<file path="src/rtl/prescreen_pkg.sv">
// Package: shared constants and types for the packed exception screen.
// Assumes single-precision (32-bit) lanes; the lane count is a parameter elsewhere.
package prescreen_pkg;

    localparam int FP_W      = 32;
    localparam int EXP_W     = 8;
    localparam int FRAC_W    = 23;
    localparam int EXP_LSB   = FRAC_W;
    localparam int QUIET_BIT = FRAC_W - 1;
    localparam int CSR_W     = 32;

    // flag positions in the status word; the mask for flag k sits at k + MSK_OFS
    localparam int FLG_INV   = 0;
    localparam int FLG_DEN   = 1;
    localparam int FLG_DZ    = 2;
    localparam int FLG_OVF   = 3;
    localparam int FLG_UNF   = 4;
    localparam int FLG_PRE   = 5;
    localparam int MSK_OFS   = 7;
    localparam int N_PRE     = 3;   // classes found before arithmetic
    localparam int N_POST    = 3;   // classes found after arithmetic

    localparam logic [FP_W-1:0] FLT_INDEF = 32'hFFC0_0000;
    localparam logic [FP_W-1:0] INT_INDEF = 32'h8000_0000;
    localparam logic [FP_W-1:0] INT_MIN_F = 32'hCF00_0000;   // -2^31 exactly
    localparam logic [EXP_W-1:0] CVT_EXP_LIMIT = 8'd158;      // biased exponent of 2^31

    typedef enum logic [1:0] {
        OP_ADD = 2'd0,
        OP_SUB = 2'd1,
        OP_DIV = 2'd2,
        OP_CVT = 2'd3
    } scr_op_e;

    typedef struct packed {
        logic sign;
        logic zero;
        logic inf;
        logic nan;
        logic snan;
        logic den;
    } fp_kind_t;

    typedef struct packed {
        logic inv;
        logic den;
        logic dz;
    } lane_exc_t;

endpackage

</file>
<file path="src/rtl/prescreen_classify.sv">
// Operand classifier: splits one single-precision value into the kinds the
// screen decides on. Purely combinational; assumes IEEE-754 binary32 layout.
module prescreen_classify
    import prescreen_pkg::*;
(
    input  logic [FP_W-1:0] val,
    output fp_kind_t        kind
);

    logic [EXP_W-1:0]  exp_f;
    logic [FRAC_W-1:0] frac_f;
    logic              exp_max;
    logic              exp_min;
    logic              frac_nz;

    // field split and edge-value tests
    always_comb begin
        exp_f   = val[FP_W-2:EXP_LSB];
        frac_f  = val[FRAC_W-1:0];
        exp_max = &exp_f;
        exp_min = ~|exp_f;
        frac_nz = |frac_f;
    end

    // kind vector
    always_comb begin
        kind.sign = val[FP_W-1];
        kind.zero = exp_min && !frac_nz;
        kind.den  = exp_min && frac_nz;
        kind.inf  = exp_max && !frac_nz;
        kind.nan  = exp_max && frac_nz;
        kind.snan = exp_max && frac_nz && !frac_f[QUIET_BIT];
    end

endmodule

</file>
<file path="src/rtl/prescreen_lane.sv">
// Lane screen: finds invalid, divide-by-zero and denormal for one operand
// pair and picks the default result the screen would write when masked.
// Assumes masks are applied later; this module reports raw classes only.
module prescreen_lane
    import prescreen_pkg::*;
(
    input  scr_op_e         op,
    input  logic [FP_W-1:0] opa,
    input  logic [FP_W-1:0] opb,
    output lane_exc_t       exc,
    output logic            take,
    output logic [FP_W-1:0] dflt
);

    fp_kind_t ka;
    fp_kind_t kb;

    prescreen_classify cls_a_i (.val(opa), .kind(ka));
    prescreen_classify cls_b_i (.val(opb), .kind(kb));

    logic is_cvt;
    logic inf_clash;
    logic div_inv;
    logic cvt_oor;
    logic arith_inv;
    logic cvt_inv;
    logic any_nan;
    logic a_finite_nz;
    logic [FP_W-1:0] nan_src;

    // operation-specific invalid conditions
    always_comb begin
        is_cvt      = (op == OP_CVT);
        inf_clash   = ka.inf && kb.inf &&
                      (((op == OP_ADD) && (ka.sign != kb.sign)) ||
                       ((op == OP_SUB) && (ka.sign == kb.sign)));
        div_inv     = (op == OP_DIV) &&
                      ((ka.zero && kb.zero) || (ka.inf && kb.inf));
        cvt_oor     = (opa[FP_W-2:EXP_LSB] >= CVT_EXP_LIMIT) && (opa != INT_MIN_F);
        cvt_inv     = ka.nan || ka.inf || cvt_oor;
        arith_inv   = ka.snan || kb.snan || inf_clash || div_inv;
        any_nan     = ka.nan || kb.nan;
        a_finite_nz = !ka.nan && !ka.inf && !ka.zero;
        nan_src     = ka.nan ? opa : opb;
    end

    // raw exception classes of the lane
    always_comb begin
        exc.inv = is_cvt ? cvt_inv : arith_inv;
        exc.dz  = (op == OP_DIV) && kb.zero && a_finite_nz;
        exc.den = !exc.inv && (ka.den || (!is_cvt && kb.den));
    end

    // default result selection, highest priority first
    always_comb begin
        take = 1'b1;
        dflt = '0;
        if (exc.inv) begin
            if (is_cvt) begin
                dflt = INT_INDEF;
            end else if (any_nan) begin
                dflt = nan_src;
                dflt[QUIET_BIT] = 1'b1;
            end else begin
                dflt = FLT_INDEF;
            end
        end else if (!is_cvt && any_nan) begin
            dflt = nan_src;
        end else if (exc.dz) begin
            dflt = {ka.sign ^ kb.sign, {EXP_W{1'b1}}, {FRAC_W{1'b0}}};
        end else begin
            take = 1'b0;
        end
    end

endmodule

</file>
<file path="src/rtl/prescreen_csr.sv">
// Status merge: ORs lane classes and post-arithmetic flags into the sticky
// flags and decides the fault from the pre-arithmetic mask bits.
// Assumes flag k's mask lives at bit k + MSK_OFS.
module prescreen_csr
    import prescreen_pkg::*;
#(
    parameter int LANES = 4
) (
    input  logic [LANES-1:0]  inv_v,
    input  logic [LANES-1:0]  den_v,
    input  logic [LANES-1:0]  dz_v,
    input  logic [CSR_W-1:0]  csr_in,
    input  logic [N_POST-1:0] post,
    output logic              fault,
    output logic [CSR_W-1:0]  csr_out
);

    logic [N_PRE-1:0] pre_hit;
    logic [N_PRE-1:0] pre_open;

    // per-class OR over lanes and the unmasked subset
    always_comb begin
        pre_hit[FLG_INV] = |inv_v;
        pre_hit[FLG_DEN] = |den_v;
        pre_hit[FLG_DZ]  = |dz_v;
        pre_open         = pre_hit & ~csr_in[MSK_OFS + N_PRE - 1 : MSK_OFS];
        fault            = |pre_open;
    end

    // sticky update of the flag field; everything else passes through
    always_comb begin
        csr_out = csr_in;
        csr_out[N_PRE-1:0]               = csr_in[N_PRE-1:0] | pre_hit;
        csr_out[FLG_PRE:FLG_OVF]         = csr_in[FLG_PRE:FLG_OVF] | post;
    end

endmodule

</file>
<file path="src/rtl/simd_prescreen.sv">
// Top: packed single-precision exception screen with one registered stage.
// Lanes are screened in parallel; a fault on any lane blocks all lanes.
// Assumes the consumer honours out_valid/out_ready; synchronous active-low reset.
module simd_prescreen
    import prescreen_pkg::*;
#(
    parameter int LANES = 4
) (
    input  logic                    clk,
    input  logic                    rst_n,
    input  logic                    in_valid,
    output logic                    in_ready,
    input  logic [1:0]              in_op,
    input  logic [LANES*FP_W-1:0]   in_a,
    input  logic [LANES*FP_W-1:0]   in_b,
    input  logic [CSR_W-1:0]        in_csr,
    input  logic [N_POST-1:0]       in_post,
    output logic                    out_valid,
    input  logic                    out_ready,
    output logic                    out_fault,
    output logic [LANES*FP_W-1:0]   out_res,
    output logic [LANES-1:0]        out_wr,
    output logic [LANES-1:0]        out_pass,
    output logic [CSR_W-1:0]        out_csr
);

    localparam int BUS_W = LANES * FP_W;

    scr_op_e            op_q;
    logic [LANES-1:0]   inv_v;
    logic [LANES-1:0]   den_v;
    logic [LANES-1:0]   dz_v;
    logic [LANES-1:0]   take_v;
    logic [BUS_W-1:0]   dflt_bus;
    logic               fault_c;
    logic [CSR_W-1:0]   csr_c;
    logic               accept;

    // operation code decode
    always_comb op_q = scr_op_e'(in_op);

    for (genvar li = 0; li < LANES; li++) begin : g_lane
        lane_exc_t exc_l;
        prescreen_lane lane_i (
            .op   (op_q),
            .opa  (in_a[li*FP_W +: FP_W]),
            .opb  (in_b[li*FP_W +: FP_W]),
            .exc  (exc_l),
            .take (take_v[li]),
            .dflt (dflt_bus[li*FP_W +: FP_W])
        );
        // unpack lane classes into per-class vectors
        always_comb begin
            inv_v[li] = exc_l.inv;
            den_v[li] = exc_l.den;
            dz_v[li]  = exc_l.dz;
        end
    end

    prescreen_csr #(.LANES(LANES)) csr_i (
        .inv_v   (inv_v),
        .den_v   (den_v),
        .dz_v    (dz_v),
        .csr_in  (in_csr),
        .post    (in_post),
        .fault   (fault_c),
        .csr_out (csr_c)
    );

    // handshake: stage is free when empty or being drained
    always_comb begin
        in_ready = !out_valid || out_ready;
        accept   = in_valid && in_ready;
    end

    // output stage register
    always_ff @(posedge clk) begin
        if (!rst_n) begin
            out_valid <= 1'b0;
            out_fault <= 1'b0;
            out_res   <= '0;
            out_wr    <= '0;
            out_pass  <= '0;
            out_csr   <= '0;
        end else begin
            if (in_ready) begin
                out_valid <= in_valid;
            end
            if (accept) begin
                out_fault <= fault_c;
                out_res   <= fault_c ? '0 : dflt_bus;
                out_wr    <= fault_c ? '0 : take_v;
                out_pass  <= fault_c ? '0 : ~take_v;
                out_csr   <= csr_c;
            end
        end
    end

endmodule

</file>
<file path="config.mk">
export PLATFORM = sky130hd
export DESIGN_NAME = simd_prescreen
export DESIGN_NICKNAME = d
export VERILOG_FILES = /design/src/rtl/prescreen_pkg.sv /design/src/rtl/prescreen_classify.sv /design/src/rtl/prescreen_lane.sv /design/src/rtl/prescreen_csr.sv /design/src/rtl/simd_prescreen.sv
export SDC_FILE = /design/constraint.sdc
export NUM_CORES = 1
export LEC_CHECK = 0
export CAP_MARGIN = 30
export CORE_AREA = 2 2 182 184
export DETAILED_ROUTE_END_ITERATION = 8
export DIE_AREA = 0 0 184 186
export GPL_ROUTABILITY_DRIVEN = 0
export HOLD_SLACK_MARGIN = 0.02
export PLACE_DENSITY = 0.74
export SETUP_SLACK_MARGIN = 0.15
export SYNTH_ARGS = -nofsm -noshare
export SYNTH_HDL_FRONTEND = slang
export SYNTH_HIERARCHICAL = 1
export SYNTH_SLANG_ARGS = --single-unit
export TNS_END_PERCENT = 30
</file>
<file path="constraint.sdc">
create_clock -name clk -period 4.4 [get_ports clk]
set_input_delay 0.88 -clock clk [delete_from_list [all_inputs] [get_ports clk]]
set_output_delay 0.88 -clock clk [all_outputs]
set_load 0.02 [all_outputs]
</file>
* Word level (Yosys, flattened, before mapping)
Cells that the tools add are included.
** Cells by class
- Equal/unequal tests :: 15
- Magnitude comparators :: 4
- Reduce and logical (&&, ||, !) cells :: 205
- Bitwise logic cells :: 9
- Mux-type cells :: 43
** Operators with widths (count)
- 2-to-1 mux 32 bit :: 24
- OR reduction 23 bit :: 8
- 2-to-1 mux 128 bit :: 1
- != test 32 bit, second input constant :: 4
- logical AND 1 bit :: 97
- AND reduction 8 bit :: 8
- OR reduction 8 bit :: 8
- logical NOT 1 bit :: 42
- logical OR 1 bit :: 37
- greater-or-equal comparator 8 bit, second input constant :: 4
- 2-to-1 mux 1 bit :: 16
- OR reduction 4 bit :: 3
- 2-to-1 mux 4 bit :: 2
- bitwise OR 3 bit :: 2
- == test 1 bit :: 4
- == test 2 bit, second input constant :: 2
- != test 1 bit :: 4
- NOT 4 bit :: 1
- bitwise XOR 1 bit :: 4
- AND 3 bit :: 1
- NOT 3 bit :: 1
- OR reduction 3 bit :: 1
- == test 2 x 1 -> 1 bit, second input constant :: 1
- logical NOT 2 bit :: 1
** Word-level totals
- Output and inout port bits :: 171
- Word-level logic and storage cells :: 282
- Input bits :: 297
- Flip-flop bits (word level) :: 170

* Logic depth before layout (Yosys ltp)
- Word-level depth :: 14
- Gate-level depth with buffers :: 15
- Gate-level depth less buffers :: 14

* Modules after synthesis
The synthesis kept the hierarchy.
** Modules (own cells, without submodules)
- simd_prescreen :: cells each 758, times used 1, seq. area each 3403.3 um^2, area an instance 7284.5 um^2
- prescreen_lane :: cells each 108, times used 4, seq. area each 0.0 um^2, area an instance 711.9 um^2
- prescreen_classify :: cells each 22, times used 8, seq. area each 0.0 um^2, area an instance 151.4 um^2
- prescreen_csr :: cells each 37, times used 1, seq. area each 0.0 um^2, area an instance 277.8 um^2

* Least setup slack after synthesis
OpenSTA, ideal clock, no wires.
- Path kind :: input to register
- From :: input in_a[48]
- To :: register out_res[115]
- Buffers on the path :: 2
- Required time :: 4.328 ns
- Slack :: 0.956 ns
- Library setup time :: 0.072 ns
- Stages on the path :: 15
- Arrival :: 3.373 ns
- Path through :: nor4_2 nand4_1 nor3_1 nand2_1 a21oi_1 a2111o_1 a2bb2oi_1 nor2_1 nor4_2 o22a_1 o21ai_1 clkbuf_1 clkbuf_1 nand3b_1 mux2i_1
** RTL lines
- from (decl) :: line simd_prescreen.sv:14 : input logic [LANES*FP_W-1:0] in_a,
- to (signal assigned) :: line simd_prescreen.sv:91 : out_res <= fault_c ? '0 : dflt_bus;
- to (decl) :: line simd_prescreen.sv:21 : output logic [LANES*FP_W-1:0] out_res,

==> results.md <==
- CP max stage delay: between 0.5 and 0.6 ns
- Total GRT Usage: 0.238
- CP endpoint kind: register
- Die Y: around 190 µm
- Startpoint types: input port
- Sequential share of power: 0.392
- Post-DRT Antenna Nets: 0
- Post-route DRC: 0
- Number of placement rows: 66
- CTS tree: built
- GRT met3 Usage: 0.0524
- CORE AREA: between 30000 and 40000 µm²
- Data arrival, critical path: around 4.3 ns
- Vias in the first global route: between 10k and 15k
- Global-route track usage on met2: 0.395
- H-tree levels: 4
- Via Count: between 10k and 15k
- Seq/Total Area, Yosys: 0.293
- Setup CP Type: input port to register
- Yosys warning count: 6
- DRT iter0 DRCs: 674
- Mapped Nets: ~1.7k
- Yosys cell types: 38
- Fin. max-slew vios: 0
- Clock Skew: roughly 0.012 ns
- Layout Nets: 2096
- RR Endpoint: out_res[109]
- GR met1 Demand/Resource: 0.285
- R2R depth: 4
- Placed insts: about 2.2k
- Max-cap violations: 0
- Lkg Pwr: between 0.005 and 0.006 µW
- Clock Latency Late Sink: about 0.43 ns
- Final worst path period need: about 3.9 ns
- Fin util: 0.533
- Post-CTS Setup Bufs: 0
- R2R setup slack: approximately 2.5 ns
- Clk buf depth: 2
- Final setup viols: 0
- Setup WS pre-CTS: 0.0481 ns
- CP dominant cell by count: nor4_2
- Synth top area share: 0.293
- Via/cell ratio: around 5.5
- Avg WL per Cell: 19.1 µm
- Ranking of synthesized cells by area: dfxtp_1, mux2i_1, nand3b_1
- Comb power frac: 0.212
- Diode count: 0
- Detailed Routing Iterations Pass 1: 6
- Sw power: ~1100 µW
- CP max FO: between 60 and 70
- I/O pin count: approximately 470
- Initial antenna violation count: 0
- Hold Fails Final Rpt: 0
- Reg clk slew, reported paths: about 0.060 ns
- Largest net degree at the start of global routing: 146
- VDD IR-drop max: 0.000251 V
- Clk Tree Root Cell: clkbuf_16
- Final WS setup: 0.451 ns
- Worst hold path type: register to register
- Final period util: 0.897
- Syn Inst Count: roughly 1.4k
- Status: completed
- Area Growth Syn to Fin: 47.7%
- PortBufs: between 400 and 500
- Sink Count: between 150 and 200
- Num CTS Buffers: 17
- Largest area contributor in the netlist: dfxtp_1
- DRT Wirelength: 42.4 mm
- Starting Density: 0.361
- Commonest non-fill, non-tap cells in the layout: clkdlybuf4s50_1, mux2i_1, nand2_1
- Cell Chain, Critical Path: clkdlybuf4s50_1 -> nor4_2 -> nand4_1 -> nor3_1 -> nand2_1 -> a21oi_1 -> a2111o_1 -> a2bb2oi_1 -> nor2_1 -> nor4_2 -> o22a_1 -> o21ai_4 -> buf_12 -> nand3b_1 -> mux2i_1
- Clock power frac: 0.396
- Sw Ratio: 0.282
- Setup TNS Final: 0 ns
- Internal power: 2890 µW
- Max transition margin: 0.424
- Worst-margin pin slew: roughly 0.86 ns
- CP endpoint: out_res[66]
- Max Clk Rate: between 200 and 300 MHz
- PwrDens: 235 nW/µm²
- Unrepaired setup endpoints after global routing: no
- Die area: between 30000 and 40000 µm²
- Final std cells w/o fill: about 2.2k
- Number of synthesized register bits: 170
- First-pass GRT wire length: 64.2 mm
- Worst setup path startpoint: in_a[54]
- Post-Syn Area per Cell: 8.28 µm²
- CP required: 4.74 ns
- Total gr overflow: 0
- Slowest CP cell: clkdlybuf4s50_1
- Fill count: approximately 3.0k
- Worst R2R Start: out_valid
- Most used routing layer: met2
- # hold bufs at CTS: 0
- Post-detail-place hpwl: ~33 mm
- Cell Area, Synth: 11600 µm²
- Layout cell share with drive strength beyond 1: 0.0706
- Most common cell after layout, fill and taps aside: clkdlybuf4s50_1
- Die X: between 150 and 200 µm
==> state kept, by name, indices dropped and copies added, names as in the netlist <==
signal / cells
out_res: 128
out_csr: 32
out_pass: 4
out_wr: 4
out_fault: 1
out_valid: 1
==> layout make-up <==
| class | instances | area (µm²) | share of cell area |
|---|---|---|---|
| clock buffers | 18 | 439 | 0.0256 |
| clock inverters | 14 | 168 | 0.00977 |
| inverters | 5 | 18.8 | 0.00109 |
| multi-input cells | 1093 | 7520 | 0.438 |
| flip-flops and latches | 170 | 3400 | 0.198 |
| well taps | 408 | 510 | 0.0297 |
| repair buffers | 512 | 5100 | 0.297 |
==> cell usage after synthesis <==
master     instances
a21boi_0           1
o21ai_1            5
nor4_1            57
or2_2              3
nor2b_1            8
and4_2             8
clkbuf_1          63
dfxtp_1          170
o22a_1             1
or2_1              8
buf_1              4
nand2_1          229
a22oi_1            4
xor2_1             8
a21oi_1           28
a2111o_1           4
o31a_1             4
nor4_2            26
a221oi_1           4
buf_4             35
o21ai_0           49
a211oi_1           8
mux2i_1          284
a211o_1            4
nand4_1           37
a2bb2oi_1          4
and2_1            13
nor4b_1            8
and4_1             4
nand2b_1          11
nand3b_1         132
buf_2             19
or3b_1             4
buf_6             14
inv_1              5
nor3_1            32
nor2_1           104
nand2b_4           1
==> critical path, delay by kind of cell <==
kind                   cells  cell delay [ns]
and+or+nand+nor            7             1.61
AOI/OAI and AO/OA          5             0.84
buffers and inverters      2             0.75
muxes                      1             0.17
==> cells by family (layout without fill, tap and decap cells) <==
logic type	after synthesis	after routing	share of synthesized area
flip-flops	170	170	0.293
multiplexers	284	284	0.245
XOR/XNOR	8	8	0.00603
AO/OA/AOI/OAI	116	116	0.0604
AND/OR/NAND/NOR	685	685	0.328
buffers and inverters	140	549	0.0676
==> power groups by stage <==
stage               sequential (µW)  clock, µW  combinational, µW
finish                         1580       1600                854
global route                   1580       1690                905
CTS                            1580       1640                851
detailed placement             1620          0                848
global placement               1620          0                845
floorplan                      1650          0                335
==> routing by layer <==
| metal | wire length (µm) | share of wire | vias up |
|---|---|---|---|
| met5 | 0 | 0 | - |
| met4 | 2110 | 0.050 | 0 |
| met3 | 3130 | 0.074 | 122 |
| met2 | 19800 | 0.47 | 548 |
| met1 | 17400 | 0.41 | 5630 |
| li1 | - | - | 5815 |
==> metrics by stage <==
step	instance area, µm²	power (µW)	hold WS (ns)
floorplan	11600	1990	0.533
global placement	16500	2460	0.441
detailed placement	16500	2460	0.446
CTS	17200	4070	0.458
global route	17200	4180	0.469
finish	17200	4030	0.457
==> how the worst min path moves through the flow <==
stage / to / depth (start not counted) / startpoint
floorplan: out_csr[0] / 2 / out_csr[0]
global placement: out_res[42] / 2 / out_res[42]
detailed placement: out_res[54] / 2 / out_res[54]
global route: out_csr[3] / 2 / out_csr[3]
CTS: out_res[16] / 2 / out_res[16]
finish: out_res[95] / 2 / out_res[95]
==> what timing repair did <==
| item | in CTS | in global routing |
|---|---|---|
| setup endpoints to repair | 0 | 6 |
| gates resized for setup | 0 | 2 |
| endpoints found under the hold margin | 0 | 0 |
Note: power is estimated with default switching activity, not from simulation.
